### src/rtl/lrs_pkg.sv
package lrs_pkg;

  function automatic int unsigned idx_w(input int unsigned n);
    return (n < 2) ? 1 : $clog2(n);
  endfunction

  typedef enum logic {
    SRC_TIMEOUT = 1'b0,
    SRC_PICKUP  = 1'b1
  } ret_src_e;

endpackage

### src/rtl/lrs_prio.sv
module lrs_prio #(
  parameter int N = 4
) (
  input  logic [N-1:0] req,
  output logic [N-1:0] gnt,
  output logic         any
);

  always_comb begin
    gnt = '0;
    for (int i = 0; i < N; i++) begin
      if (req[i] && (gnt == '0)) gnt[i] = 1'b1;
    end
  end

  assign any = |req;

endmodule

### src/rtl/lrs_tagmap.sv
module lrs_tagmap #(
  parameter int NUM   = 4,
  parameter int IDX_W = 2
) (
  input  logic                      clk,
  input  logic                      rst_n,
  input  logic                      clr_all,
  input  logic                      set_en,
  input  logic [IDX_W-1:0]          set_tag,
  input  logic [IDX_W-1:0]          set_st,
  input  logic                      drop_a_en,
  input  logic [IDX_W-1:0]          drop_a_tag,
  input  logic                      drop_b_en,
  input  logic [IDX_W-1:0]          drop_b_tag,
  output logic [NUM-1:0]            live_o,
  output logic [NUM-1:0][IDX_W-1:0] st_o
);

  logic [NUM-1:0]            live_q, live_d;
  logic [NUM-1:0][IDX_W-1:0] st_q, st_d;
  logic                      upd;

  assign upd = clr_all | set_en | drop_a_en | drop_b_en;

  always_comb begin
    live_d = live_q;
    st_d   = st_q;
    if (drop_a_en) live_d[drop_a_tag] = 1'b0;
    if (drop_b_en) live_d[drop_b_tag] = 1'b0;
    if (set_en) begin
      live_d[set_tag] = 1'b1;
      st_d[set_tag]   = set_st;
    end
    if (clr_all) live_d = '0;
  end

  always_ff @(posedge clk or negedge rst_n) begin
    if (!rst_n) begin
      live_q <= '0;
      st_q   <= '0;
    end else if (upd) begin
      live_q <= live_d;
      st_q   <= st_d;
    end
  end

  assign live_o = live_q;
  assign st_o   = st_q;

endmodule

### src/rtl/lrs_station.sv
module lrs_station #(
  parameter int ADDR_W = 12,
  parameter int DATA_W = 16,
  parameter int CNT_W  = 4,
  parameter int TAG_W  = 2
) (
  input  logic              clk,
  input  logic              rst_n,
  input  logic              clr,
  input  logic              alloc,
  input  logic [ADDR_W-1:0] alloc_addr,
  input  logic [CNT_W-1:0]  alloc_cnt,
  input  logic [TAG_W-1:0]  alloc_tag,
  input  logic              pick,
  input  logic              kill,
  input  logic              retire,
  input  logic              reissue,
  input  logic              rsp_hit,
  input  logic [DATA_W-1:0] rsp_data,
  input  logic              rsp_err,
  input  logic              snp_valid,
  input  logic [ADDR_W-1:0] snp_addr,
  output logic              busy,
  output logic              waiting,
  output logic              need_fetch,
  output logic              eligible,
  output logic              picked,
  output logic [TAG_W-1:0]  tag,
  output logic [ADDR_W-1:0] addr,
  output logic [DATA_W-1:0] data,
  output logic              nar
);

  logic              busy_q, busy_d, wait_q, wait_d, ready_q, ready_d;
  logic              stale_q, stale_d, pick_q, pick_d, nar_q, nar_d;
  logic [CNT_W-1:0]  cnt_q, cnt_d;
  logic [TAG_W-1:0]  tag_q, tag_d;
  logic [ADDR_W-1:0] addr_q, addr_d;
  logic [DATA_W-1:0] data_q, data_d;
  logic              fresh, upd;

  assign fresh = rsp_hit & wait_q;
  assign upd   = alloc | clr | busy_q | rsp_hit;

  always_comb begin
    busy_d  = busy_q;  wait_d = wait_q; ready_d = ready_q;
    stale_d = stale_q; pick_d = pick_q; nar_d   = nar_q;
    cnt_d   = cnt_q;   tag_d  = tag_q;  addr_d  = addr_q;
    data_d  = data_q;
    if (fresh) begin
      wait_d = 1'b0;
      if (busy_q) begin
        data_d  = rsp_data;
        nar_d   = rsp_err;
        ready_d = 1'b1;
      end
    end
    if (busy_q) begin
      if (cnt_q != '0) cnt_d = cnt_q - 1'b1;
      if (pick) pick_d = 1'b1;
      if (snp_valid && (snp_addr == addr_q) && (ready_q || fresh)) begin
        stale_d = 1'b1;
        ready_d = 1'b0;
      end
      if (reissue) begin
        stale_d = 1'b0;
        wait_d  = 1'b1;
      end
      if (retire || kill) begin
        busy_d = 1'b0; ready_d = 1'b0; stale_d = 1'b0; pick_d = 1'b0;
      end
    end
    if (clr) begin
      busy_d = 1'b0; ready_d = 1'b0; stale_d = 1'b0; pick_d = 1'b0;
    end
    if (alloc) begin
      busy_d  = 1'b1; wait_d = 1'b1; ready_d = 1'b0;
      stale_d = 1'b0; pick_d = 1'b0;
      cnt_d   = alloc_cnt;
      tag_d   = alloc_tag;
      addr_d  = alloc_addr;
    end
  end

  always_ff @(posedge clk or negedge rst_n) begin
    if (!rst_n) begin
      busy_q <= 1'b0; wait_q <= 1'b0; ready_q <= 1'b0;
      stale_q <= 1'b0; pick_q <= 1'b0; nar_q <= 1'b0;
      cnt_q <= '0; tag_q <= '0; addr_q <= '0; data_q <= '0;
    end else if (upd) begin
      busy_q <= busy_d; wait_q <= wait_d; ready_q <= ready_d;
      stale_q <= stale_d; pick_q <= pick_d; nar_q <= nar_d;
      cnt_q <= cnt_d; tag_q <= tag_d; addr_q <= addr_d; data_q <= data_d;
    end
  end

  assign busy       = busy_q;
  assign waiting    = wait_q;
  assign need_fetch = busy_q & stale_q & ~wait_q;
  assign eligible   = busy_q & ready_q & (pick_q | (cnt_q == '0));
  assign picked     = pick_q;
  assign tag        = tag_q;
  assign addr       = addr_q;
  assign data       = data_q;
  assign nar        = nar_q;

  // the manager only hands out a station that is idle and awaits nothing
  a_r7_alloc_free: assert property (@(posedge clk) disable iff (!rst_n)
    alloc |-> (!busy_q && !wait_q));

  // a station never leaves while its data is missing or stale
  a_r9_retire_needs_data: assert property (@(posedge clk) disable iff (!rst_n)
    retire |-> (ready_q && !stale_q && busy_q));

  // the countdown falls by one per cycle while the load stays
  a_r1_countdown: assert property (@(posedge clk) disable iff (!rst_n)
    (busy_q && (cnt_q != '0) && !alloc && !clr && !retire && !kill)
      |=> (cnt_q == $past(cnt_q) - 1'b1));

  // a discard releases the station at the next edge
  a_r8_kill_frees: assert property (@(posedge clk) disable iff (!rst_n)
    (kill && !alloc) |=> !busy_q);

endmodule

### src/rtl/lrs_manager.sv
module lrs_manager
  import lrs_pkg::*;
#(
  parameter int NUM_ST = 4,
  parameter int ADDR_W = 12,
  parameter int DATA_W = 16,
  parameter int CNT_W  = 4,
  localparam int TAG_W = idx_w(NUM_ST)
) (
  input  logic              clk,
  input  logic              rst_n,
  input  logic              clr,
  input  logic              iss_valid,
  input  logic [TAG_W-1:0]  iss_tag,
  input  logic [ADDR_W-1:0] iss_addr,
  input  logic [CNT_W-1:0]  iss_lat,
  input  logic              pk_valid,
  input  logic [TAG_W-1:0]  pk_tag,
  input  logic              pk_kill,
  input  logic              snp_valid,
  input  logic [ADDR_W-1:0] snp_addr,
  output logic              req_valid,
  output logic [TAG_W-1:0]  req_id,
  output logic [ADDR_W-1:0] req_addr,
  input  logic              rsp_valid,
  input  logic [TAG_W-1:0]  rsp_id,
  input  logic [DATA_W-1:0] rsp_data,
  input  logic              rsp_err,
  output logic              ret_valid,
  output logic [TAG_W-1:0]  ret_tag,
  output logic [DATA_W-1:0] ret_data,
  output logic              ret_nar,
  output logic              ret_by_pickup,
  output logic              flt_dup,
  output logic              flt_idle,
  output logic              flt_full
);

  logic [NUM_ST-1:0]             busy, waiting, need_fetch, eligible, picked;
  logic [NUM_ST-1:0][TAG_W-1:0]  sta_tag;
  logic [NUM_ST-1:0][ADDR_W-1:0] sta_addr;
  logic [NUM_ST-1:0][DATA_W-1:0] sta_data;
  logic [NUM_ST-1:0]             sta_nar;
  logic [NUM_ST-1:0]             live;
  logic [NUM_ST-1:0][TAG_W-1:0]  map_st;

  logic [NUM_ST-1:0] free_vec, free_oh, alloc_vec;
  logic [NUM_ST-1:0] pk_hit, kill_vec, rsp_hit;
  logic [NUM_ST-1:0] cand, urgent, urg_oh, cand_oh, ret_oh;
  logic [NUM_ST-1:0] fetch_oh, reis_vec;
  logic              free_any, urg_any, cand_any, fetch_any;
  logic              iss_live, iss_ok, pk_live, reis_en, ret_any;
  logic [TAG_W-1:0]  pk_station, alloc_idx, ret_idx, fetch_idx;
  ret_src_e          ret_src;

  // ---------------- issue side ----------------
  assign free_vec  = ~busy & ~waiting;
  assign iss_live  = live[iss_tag];
  assign iss_ok    = iss_valid & ~clr & ~iss_live & free_any;
  assign alloc_vec = free_oh & {NUM_ST{iss_ok}};

  lrs_prio #(.N(NUM_ST)) u_free_pick (.req(free_vec), .gnt(free_oh), .any(free_any));

  // ---------------- pickup side ----------------
  assign pk_live    = live[pk_tag];
  assign pk_station = map_st[pk_tag];

  // ---------------- retire and refetch choice ----------------
  assign cand    = eligible & ~kill_vec & {NUM_ST{~clr}};
  assign urgent  = cand & (picked | pk_hit);
  assign ret_oh  = urg_any ? urg_oh : cand_oh;
  assign ret_any = cand_any;
  assign reis_en = fetch_any & ~iss_ok & ~clr;
  assign reis_vec = fetch_oh & {NUM_ST{reis_en}};

  lrs_prio #(.N(NUM_ST)) u_urg_pick   (.req(urgent),     .gnt(urg_oh),   .any(urg_any));
  lrs_prio #(.N(NUM_ST)) u_cand_pick  (.req(cand),       .gnt(cand_oh),  .any(cand_any));
  lrs_prio #(.N(NUM_ST)) u_fetch_pick (.req(need_fetch), .gnt(fetch_oh), .any(fetch_any));

  always_comb begin
    alloc_idx = '0;
    ret_idx   = '0;
    fetch_idx = '0;
    for (int i = 0; i < NUM_ST; i++) begin
      if (free_oh[i])  alloc_idx = TAG_W'(i);
      if (ret_oh[i])   ret_idx   = TAG_W'(i);
      if (fetch_oh[i]) fetch_idx = TAG_W'(i);
    end
  end

  assign ret_src = (picked[ret_idx] | pk_hit[ret_idx]) ? SRC_PICKUP : SRC_TIMEOUT;

  // ---------------- memory request ----------------
  assign req_valid = iss_ok | reis_en;
  assign req_id    = iss_ok ? alloc_idx : fetch_idx;
  assign req_addr  = iss_ok ? iss_addr : sta_addr[fetch_idx];

  // ---------------- stations ----------------
  for (genvar g = 0; g < NUM_ST; g++) begin : g_st
    assign pk_hit[g]   = pk_valid & ~clr & pk_live & ~pk_kill & (pk_station == TAG_W'(g));
    assign kill_vec[g] = pk_valid & ~clr & pk_live &  pk_kill & (pk_station == TAG_W'(g));
    assign rsp_hit[g]  = rsp_valid & (rsp_id == TAG_W'(g));

    lrs_station #(
      .ADDR_W(ADDR_W), .DATA_W(DATA_W), .CNT_W(CNT_W), .TAG_W(TAG_W)
    ) u_station (
      .clk        (clk),
      .rst_n      (rst_n),
      .clr        (clr),
      .alloc      (alloc_vec[g]),
      .alloc_addr (iss_addr),
      .alloc_cnt  (iss_lat),
      .alloc_tag  (iss_tag),
      .pick       (pk_hit[g]),
      .kill       (kill_vec[g]),
      .retire     (ret_oh[g]),
      .reissue    (reis_vec[g]),
      .rsp_hit    (rsp_hit[g]),
      .rsp_data   (rsp_data),
      .rsp_err    (rsp_err),
      .snp_valid  (snp_valid),
      .snp_addr   (snp_addr),
      .busy       (busy[g]),
      .waiting    (waiting[g]),
      .need_fetch (need_fetch[g]),
      .eligible   (eligible[g]),
      .picked     (picked[g]),
      .tag        (sta_tag[g]),
      .addr       (sta_addr[g]),
      .data       (sta_data[g]),
      .nar        (sta_nar[g])
    );
  end

  // ---------------- tag rename table ----------------
  lrs_tagmap #(.NUM(NUM_ST), .IDX_W(TAG_W)) u_map (
    .clk        (clk),
    .rst_n      (rst_n),
    .clr_all    (clr),
    .set_en     (iss_ok),
    .set_tag    (iss_tag),
    .set_st     (alloc_idx),
    .drop_a_en  (ret_any),
    .drop_a_tag (sta_tag[ret_idx]),
    .drop_b_en  (|kill_vec),
    .drop_b_tag (pk_tag),
    .live_o     (live),
    .st_o       (map_st)
  );

  // ---------------- registered outputs ----------------
  logic              ret_v_d, ret_nar_d, ret_bp_d, fd_d, fi_d, ff_d;
  logic [TAG_W-1:0]  ret_tag_d;
  logic [DATA_W-1:0] ret_data_d;

  always_comb begin
    ret_v_d    = ret_any;
    ret_tag_d  = sta_tag[ret_idx];
    ret_data_d = sta_data[ret_idx];
    ret_nar_d  = sta_nar[ret_idx];
    ret_bp_d   = (ret_src == SRC_PICKUP);
    fd_d       = iss_valid & ~clr & iss_live;
    ff_d       = iss_valid & ~clr & ~iss_live & ~free_any;
    fi_d       = pk_valid & ~clr & ~pk_live;
  end

  always_ff @(posedge clk or negedge rst_n) begin
    if (!rst_n) begin
      ret_valid <= 1'b0; ret_tag <= '0; ret_data <= '0;
      ret_nar <= 1'b0; ret_by_pickup <= 1'b0;
      flt_dup <= 1'b0; flt_idle <= 1'b0; flt_full <= 1'b0;
    end else begin
      ret_valid <= ret_v_d;
      flt_dup   <= fd_d;
      flt_idle  <= fi_d;
      flt_full  <= ff_d;
      if (ret_v_d) begin
        ret_tag       <= ret_tag_d;
        ret_data      <= ret_data_d;
        ret_nar       <= ret_nar_d;
        ret_by_pickup <= ret_bp_d;
      end
    end
  end

  // ---------------- assertions ----------------
  // no more than one station leaves per cycle
  a_r1_single_retire: assert property (@(posedge clk) disable iff (!rst_n)
    $onehot0(ret_oh));

  // every live tag points at a station that holds a load
  for (genvar t = 0; t < NUM_ST; t++) begin : g_mapchk
    a_r3_map_busy: assert property (@(posedge clk) disable iff (!rst_n)
      live[t] |-> busy[map_st[t]]);
  end

  // a rejected duplicate issue does not move the tag's binding
  a_r4_dup_keeps_map: assert property (@(posedge clk) disable iff (!rst_n)
    (iss_valid && !clr && iss_live && !ret_any && !(|kill_vec))
      |=> (live[$past(iss_tag)] && (map_st[$past(iss_tag)] == $past(map_st[iss_tag]))));

  // a frame clear leaves no live tag and no result
  a_r11_clear: assert property (@(posedge clk) disable iff (!rst_n)
    clr |=> ((live == '0) && !ret_valid));

endmodule

### config.mk
export PLATFORM = sky130hd
export DESIGN_NAME = lrs_manager
export DESIGN_NICKNAME = d
export VERILOG_FILES = /design/src/rtl/lrs_pkg.sv /design/src/rtl/lrs_prio.sv /design/src/rtl/lrs_tagmap.sv /design/src/rtl/lrs_station.sv /design/src/rtl/lrs_manager.sv
export SDC_FILE = /design/constraint.sdc
export NUM_CORES = 1
export LEC_CHECK = 0
export BUFFER_PORTS_ARGS = -buffer_cell sky130_fd_sc_hd__buf_4
export CORE_AREA = 2 2 229 118
export DETAILED_ROUTE_END_ITERATION = 12
export DIE_AREA = 0 0 231 120
export HOLD_SLACK_MARGIN = 0.06
export PLACE_DENSITY_LB_ADDON = 0.1
export SLEW_MARGIN = 10
export SYNTH_ARGS = -nofsm -noshare
export SYNTH_HDL_FRONTEND = slang
export SYNTH_SLANG_ARGS = --single-unit
### constraint.sdc
create_clock -name clk -period 4.3 [get_ports clk]
set_clock_uncertainty 0.15 [all_clocks]
set_input_delay 0.86 -clock clk [delete_from_list [all_inputs] [get_ports clk]]
set_output_delay 0.86 -clock clk [all_outputs]
set_load 0.005 [all_outputs]
==> results of run 1 <==
-- state kept, by name, indices dropped and copies added (netlist names), 8 cells and up --
signal,cells
u_map.st_o,8
g_st.u_station.tag,8
ret_data,16
g_st.u_station.cnt_q,16
g_st.u_station.addr,48
g_st.u_station.data,64
-- power by group through the flow --
stage                     clock network (mW)  logic (mW)  registers, mW
after floorplan                            0        1.29           2.80
after global placement                     0        1.82           2.97
after detailed placement                   0        1.85           2.96
after CTS                               1.62        1.86           2.94
after global routing                    1.69        2.05           3.02
final                                   1.57        1.86           2.95
-- metal layers --
layer / part of all wire, % / up-vias / GRT usage, %
met5: 0 / - / 0
li1: - / 3666 / -
met1: 56 / 3906 / 38.2
met4: 0.89 / 0 / 4.92
met2: 36 / 228 / 26.1
met3: 7.0 / 18 / 5.75
-- area by class of cell --
| type | count | area (um2) |
|---|---|---|
| fillers | 2464 | 13900 |
| multi-input cells | 711 | 4930 |
| flip-flops and latches | 196 | 4900 |
| repair buffers | 129 | 1000 |
| clock buffers | 19 | 443 |
| well taps | 352 | 440 |
| clock inverters | 13 | 128 |
| inverters | 17 | 63.8 |
-- cell families after synthesis --
| kind of cell | synth area share, % |
|---|---|
| XOR/XNOR | 4.84 |
| adder cells (fa/ha/maj) | 0.494 |
| AO/OA/AOI/OAI | 11.6 |
| buffers and inverters | 3.05 |
| flip-flops | 48.4 |
| multiplexers | 15.8 |
| AND/OR/NAND/NOR | 15.9 |
-- cell usage after synthesis, types with 11 or more instances --
master / n / area [um2]
o21ai_0: 38 / 190
nand2_1: 172 / 646
mux2_2: 104 / 1170
nor4_1: 11 / 68.8
o21a_1: 15 / 113
mux2_1: 16 / 180
xnor2_1: 28 / 245
mux2i_1: 13 / 130
a21oi_1: 20 / 100
nand3_1: 28 / 140
nor3b_1: 14 / 105
inv_1: 16 / 60.1
nor2_1: 44 / 165
o2111ai_1: 14 / 123
xor2_1: 28 / 245
dfrtp_1: 196 / 4900
o21ai_1: 19 / 95.1
clkbuf_1: 41 / 154
-- final timing paths --
path                                        endpoint  slack, ns  cells after the start
setup / recovery                         req_addr[0]       0.39                      8
setup reg to reg                     u_map.live_o[1]       0.86                     10
hold reg to reg                          ret_data[9]       0.33                      2
max in group asynchronous  g_st[3].u_station.addr[9]       2.78                      2
min in group clk                         ret_data[9]       0.33                      2
hold / removal             g_st[3].u_station.addr[4]       0.20                      1
-- layout by cell type, fill, tap and decap left out, drive strengths merged, types with 6 or more instances in the layout --
cell / instances
dfrtp: 196
nand2: 172
buf: 128
mux2: 121
o21ai: 57
nor2: 45
nand3: 28
xnor2: 28
xor2: 28
a21oi: 22
clkbuf: 20
inv: 19
o21a: 15
nor3b: 14
o2111ai: 14
mux2i: 14
nor4: 11
nor3: 11
and3: 9
a31oi: 9
o31ai: 8
nor2b: 8
o22ai: 7
nand2b: 7
clkinv: 7
a21o: 6
nand4: 6
-- critical path, cell delays in order, from the launching register on --
cell and delay (ns):
dfrtp_1 0.55, nand3b_1 0.18, nand2_1 0.11, nor3b_1 0.33, or2_2 0.46, mux2_2 0.38
o21ai_0 0.18, o21ai_0 0.11, buf_4 0.15
-- per-stage QoR --
| step | cells | cell area, um2 |
|---|---|---|
| finish | 1437 | 11900 |
| global route | 1437 | 11900 |
| CTS | 1437 | 11900 |
| detailed placement | 1405 | 11300 |
| global placement | 1405 | 11300 |
| floorplan | 979 | 10100 |
==> reports/results.ini, run 1 <==
[run_status]
status=completed

[sta]
worst_slew_pin_slew_ns=1.16
finalCritPeriodShare_pct=91.0
period_minus_slack_ns=3.91
worst_slack_ns=0.386
fmax_mhz=255
holdWs_ns=0.200
rsz0062_at_grt=false
setup_viol=0
slew_headroom_pct=22.6
slew_violations=0
hold_viol=0
tns_ns=0

[routing]
avgViaCountPerCell=5.44
wirelength_um=29800
avgRoutedWirePerCell_um=20.8
dr.pass1.iters=5
route.vias.total=7818
ant_nets=0
drc=0
drtIter0Drc=674

[min_path]
worstHoldPathType=in2async

[clock_tree]
cts-htree-levels=4
cts_tree=done
path_clk_slew_ns=0.07
cts_resized=0
cts_buffers=17
cts.sink_count=196
cts_setup_buffers=0
clk_latency_ns=0.45
clock_tree.buffer_depth=2
clk_root_buffer_cell=clkbuf_16
hold_buffers=0

[job]
cap_violations=0

[finish]
final_nets=1135
utilization_pct=46.1
n_antenna_cell=0
drive_gt1_share_pct=26.5
syn_to_final_growth_pct=17.5

[worst_setup_path]
crit_path_start=g_st[0].u_station.waiting
cp.required_ns=3.29
cp-start-kind=flip-flop
crit_fanout=13
r2r_start=g_st[1].u_station.cnt_q[0]
end_kind=primary output
worstPathArrival_ns=2.90
critical_path_class=reg2out

[power]
p_switching_mw=2.18
p_leak_nw=5.61
ir_worst_vdd_mv=0.277
combPwrFrac_pct=29.2
p_sw_share_pct=34.1
internal-power_mw=4.21
finalPower_mw=6.38
p_seq_share_pct=46.2
clkPwrFrac_pct=24.6
power_density_nw_per_um2=536

[die]
rows=42
io-pin-count=98
die_h_um=120
die-area_um2=27700
initial_utilization_pct=39.2
fp.dieW_um=231
core_um2=25900

[yosys]
ys.flop_type=dfrtp_1
yosysSeqAreaShare_pct=48.4
synth-edff-count=0
syn_area_per_cell_um2=10.4
synth_cell_types=72
syn_area_um2=10100
yosys_warnings=0
synthCells=979
synth_nets=1042
synth-seq-cells=196
synthArstFlopShare_pct=100

[grt]
grt_max_degree=102
grt_usage_pct=22.3
first_global_vias=7408
grt_pass1_wl_um=45800
grt_antenna_before_repair=0
gr-total-overflow=0

[place]
gp_congestion=0.885
dp_slack_ns=0.271
port_buffers=97
hpwl_um=21900

No activity file was read; power rests on OpenSTA's default activity.
==> inputs of run 2 (changes only) <==
--- a/config.mk
+++ b/config.mk
@@ -11,6 +11,7 @@
 export DIE_AREA = 0 0 231 120
 export HOLD_SLACK_MARGIN = 0.06
 export PLACE_DENSITY_LB_ADDON = 0.1
+export SKIP_LAST_GASP = 1
 export SLEW_MARGIN = 10
 export SYNTH_ARGS = -nofsm -noshare
 export SYNTH_HDL_FRONTEND = slang
==> constraint.sdc (replaced) <==
create_clock -name clk -period 4.3 [get_ports clk]
set_clock_uncertainty 0.15 [all_clocks]
set_input_delay 0.86 -clock clk [delete_from_list [all_inputs] [get_ports clk]]
set_output_delay 0.86 -clock clk [all_outputs]
set_load 0.02 [all_outputs]
==> reports/results.ini, run 2 (synthesis results as in run 1) <==
[min_path]
min_path_cells=2
holdPathEnd=g_st[1].u_station.tag[0]
worstHoldPathType=reg2reg
worstHoldStart=g_st[1].u_station.tag[0]

[finish]
n_antenna_cell=0  ; unchanged
fin_cells=1435  ; -0.14%
largest_reg_flops=64  ; unchanged
syn_to_final_growth_pct=17.5  ; about the same
seqCellArea_um2=4900  ; unchanged
final_nets=1135  ; unchanged
multi_input_area_um2=4930  ; unchanged
fillers=2490  ; +1.1%
mostFrequentLayoutCell=dfrtp_1
drive_gt1_share_pct=26.3  ; -0.23 points
layout_common_cells=dfrtp_1, nand2_1, buf_4

[sta]
tns_ns=0  ; unchanged
period_minus_slack_ns=4.00  ; +0.0848 ns
hold_viol=0  ; unchanged
rsz0062_at_grt=false
fmax_mhz=250  ; -2.1%
setup_viol=0  ; unchanged
slew_violations=0  ; unchanged
finalCritPeriodShare_pct=93.0  ; +2.0 points
slew_headroom_pct=25.5  ; +2.9 points
worst_slew_pin_slew_ns=1.11  ; -0.0440 ns

[die]
die_h_um=120  ; unchanged
die-area_um2=27700  ; unchanged
initial_utilization_pct=39.2  ; unchanged
io-pin-count=98  ; unchanged
core_um2=25900  ; unchanged
rows=42  ; unchanged
fp.dieW_um=231  ; unchanged

[routing]
avgViaCountPerCell=5.47  ; +0.61%
route.vias.total=7855  ; +0.47%
wl_met2_um=10700  ; -0.44%
wirelength_um=30000  ; +0.53%
met3_length_um=2200  ; +4.5%
drtIter0Drc=775  ; +15%
drc=0  ; unchanged
avgRoutedWirePerCell_um=20.9  ; +0.67%
dr.pass1.iters=5  ; unchanged
top_layer=met4
drt-met1-wl_um=16800  ; +0.78%
ant_nets=0  ; unchanged

[place]
gp_congestion=0.886  ; +0.11%
dp.cells=1405  ; unchanged
hpwl_um=22100  ; +1.0%
port_buffers=97  ; unchanged

[clock_tree]
cts.sink_count=196  ; unchanged
cts_buffers=17  ; unchanged
clock_tree.buffer_depth=2  ; unchanged
clk_root_buffer_cell=clkbuf_16
cts-htree-levels=4  ; unchanged
cts_setup_buffers=0  ; unchanged
cts_tree=done
hold_buffers=0  ; unchanged
cts_resized=0  ; unchanged
clk_latency_ns=0.45  ; about the same
path_clk_slew_ns=0.07  ; about the same

[grt]
grt_max_degree=101  ; -0.98%
grt_pass1_wl_um=46900  ; +2.5%
grt_usage_pct=22.8  ; +0.52 points
grt_antenna_before_repair=0  ; unchanged
first_global_vias=7606  ; +2.7%
gr-total-overflow=0  ; unchanged

[worst_setup_path]
crit_fanout=13  ; unchanged
crit_chain=nand3_1 -> nor3b_1 -> or2_2 -> mux2_1 -> o21ai_0 -> o21ai_1 -> buf_4
r2r_cells=10  ; unchanged
worstPathArrival_ns=2.99  ; +0.09 ns
end_kind=primary output
cpMaxStageDelayCell=dfrtp_1
r2r-end=u_map.live_o[0]
r2r_slack_ns=0.75  ; -0.11 ns
cp.required_ns=3.29  ; about the same
crit_buf_inv=1  ; unchanged
r2r_start=g_st[0].u_station.cnt_q[0]
cp_top_family=simple AND/OR/NAND/NOR gates
cp-start-kind=flip-flop
cpPeakStageDelay_ns=0.61  ; +0.06 ns
critical_path_class=reg2out

[power]
ir_worst_vdd_mv=0.270  ; -2.2%
power_density_nw_per_um2=542  ; +1.2%
p_leak_nw=5.61  ; about the same

[job]
cap_violations=0  ; unchanged

[run_status]
status=completed

run 2: area by class of cell:
type | instances | area share (%)
clock buffer | 20 | 3.75
sequential | 196 | 41.2
clock inverter | 10 | 0.924
timing repair buffer | 129 | 8.50
inverter | 17 | 0.536
tap | 352 | 3.70
multi-input combinational | 711 | 41.4
run 2: through the flow:
step	util (%)	hold slack, ns	cell area (um2)	power [mW]	setup slack, ns
after detailed placement	43.9	0.313	11400	4.89	0.345
after global placement	43.9	0.317	11400	4.85	0.433
after CTS	46.1	0.330	11900	6.47	0.290
after global routing	46.1	0.360	11900	6.86	0.103
final	46.1	0.324	11900	6.46	0.301
after floorplan	-	0.296	10100	4.16	0.183
run 2: report_power, final:
| group | total (mW) | switching [mW] | internal (mW) |
|---|---|---|---|
| combinational | 1.94 | 1.01 | 0.938 |
| sequential | 2.95 | 0.494 | 2.45 |
| clock | 1.57 | 0.707 | 0.860 |
run 2: layer usage:
| metal | track usage (%) | vias to the layer above |
|---|---|---|
| met5 | 0 | - |
| met4 | 4.56 | 0 |
| met3 | 4.92 | 19 |
| met2 | 27.1 | 237 |
| met1 | 39.6 | 3942 |
| li1 | - | 3657 |
run 2: worst register-to-register path, cell delays in order, from the launching register on:
cell       delay [ns]
dfrtp_1          0.38
inv_1            0.09
ha_1             0.18
nor3b_1          0.67
o2111ai_1        0.27
a21oi_2          0.39
a21oi_2          0.15
or2_1            0.28
mux2_4           0.31
o21ai_1          0.37
a31oi_1          0.17
run 2: worst max-delay path by stage:
stage          slack [ns]         endpoint                    from  cells after the start
6_report             0.30      req_addr[6]  g_st[3].u_station.busy                      7
5_1_grt              0.10      req_addr[8]  g_st[3].u_station.busy                      7
2_1_floorplan        0.18        req_id[0]              iss_tag[0]                      8
3_5_place_dp         0.34  u_map.live_o[0]               pk_tag[0]                     10
4_1_cts              0.29      req_addr[6]  g_st[3].u_station.busy                      7
3_3_place_gp         0.43        req_id[1]              iss_tag[0]                      6
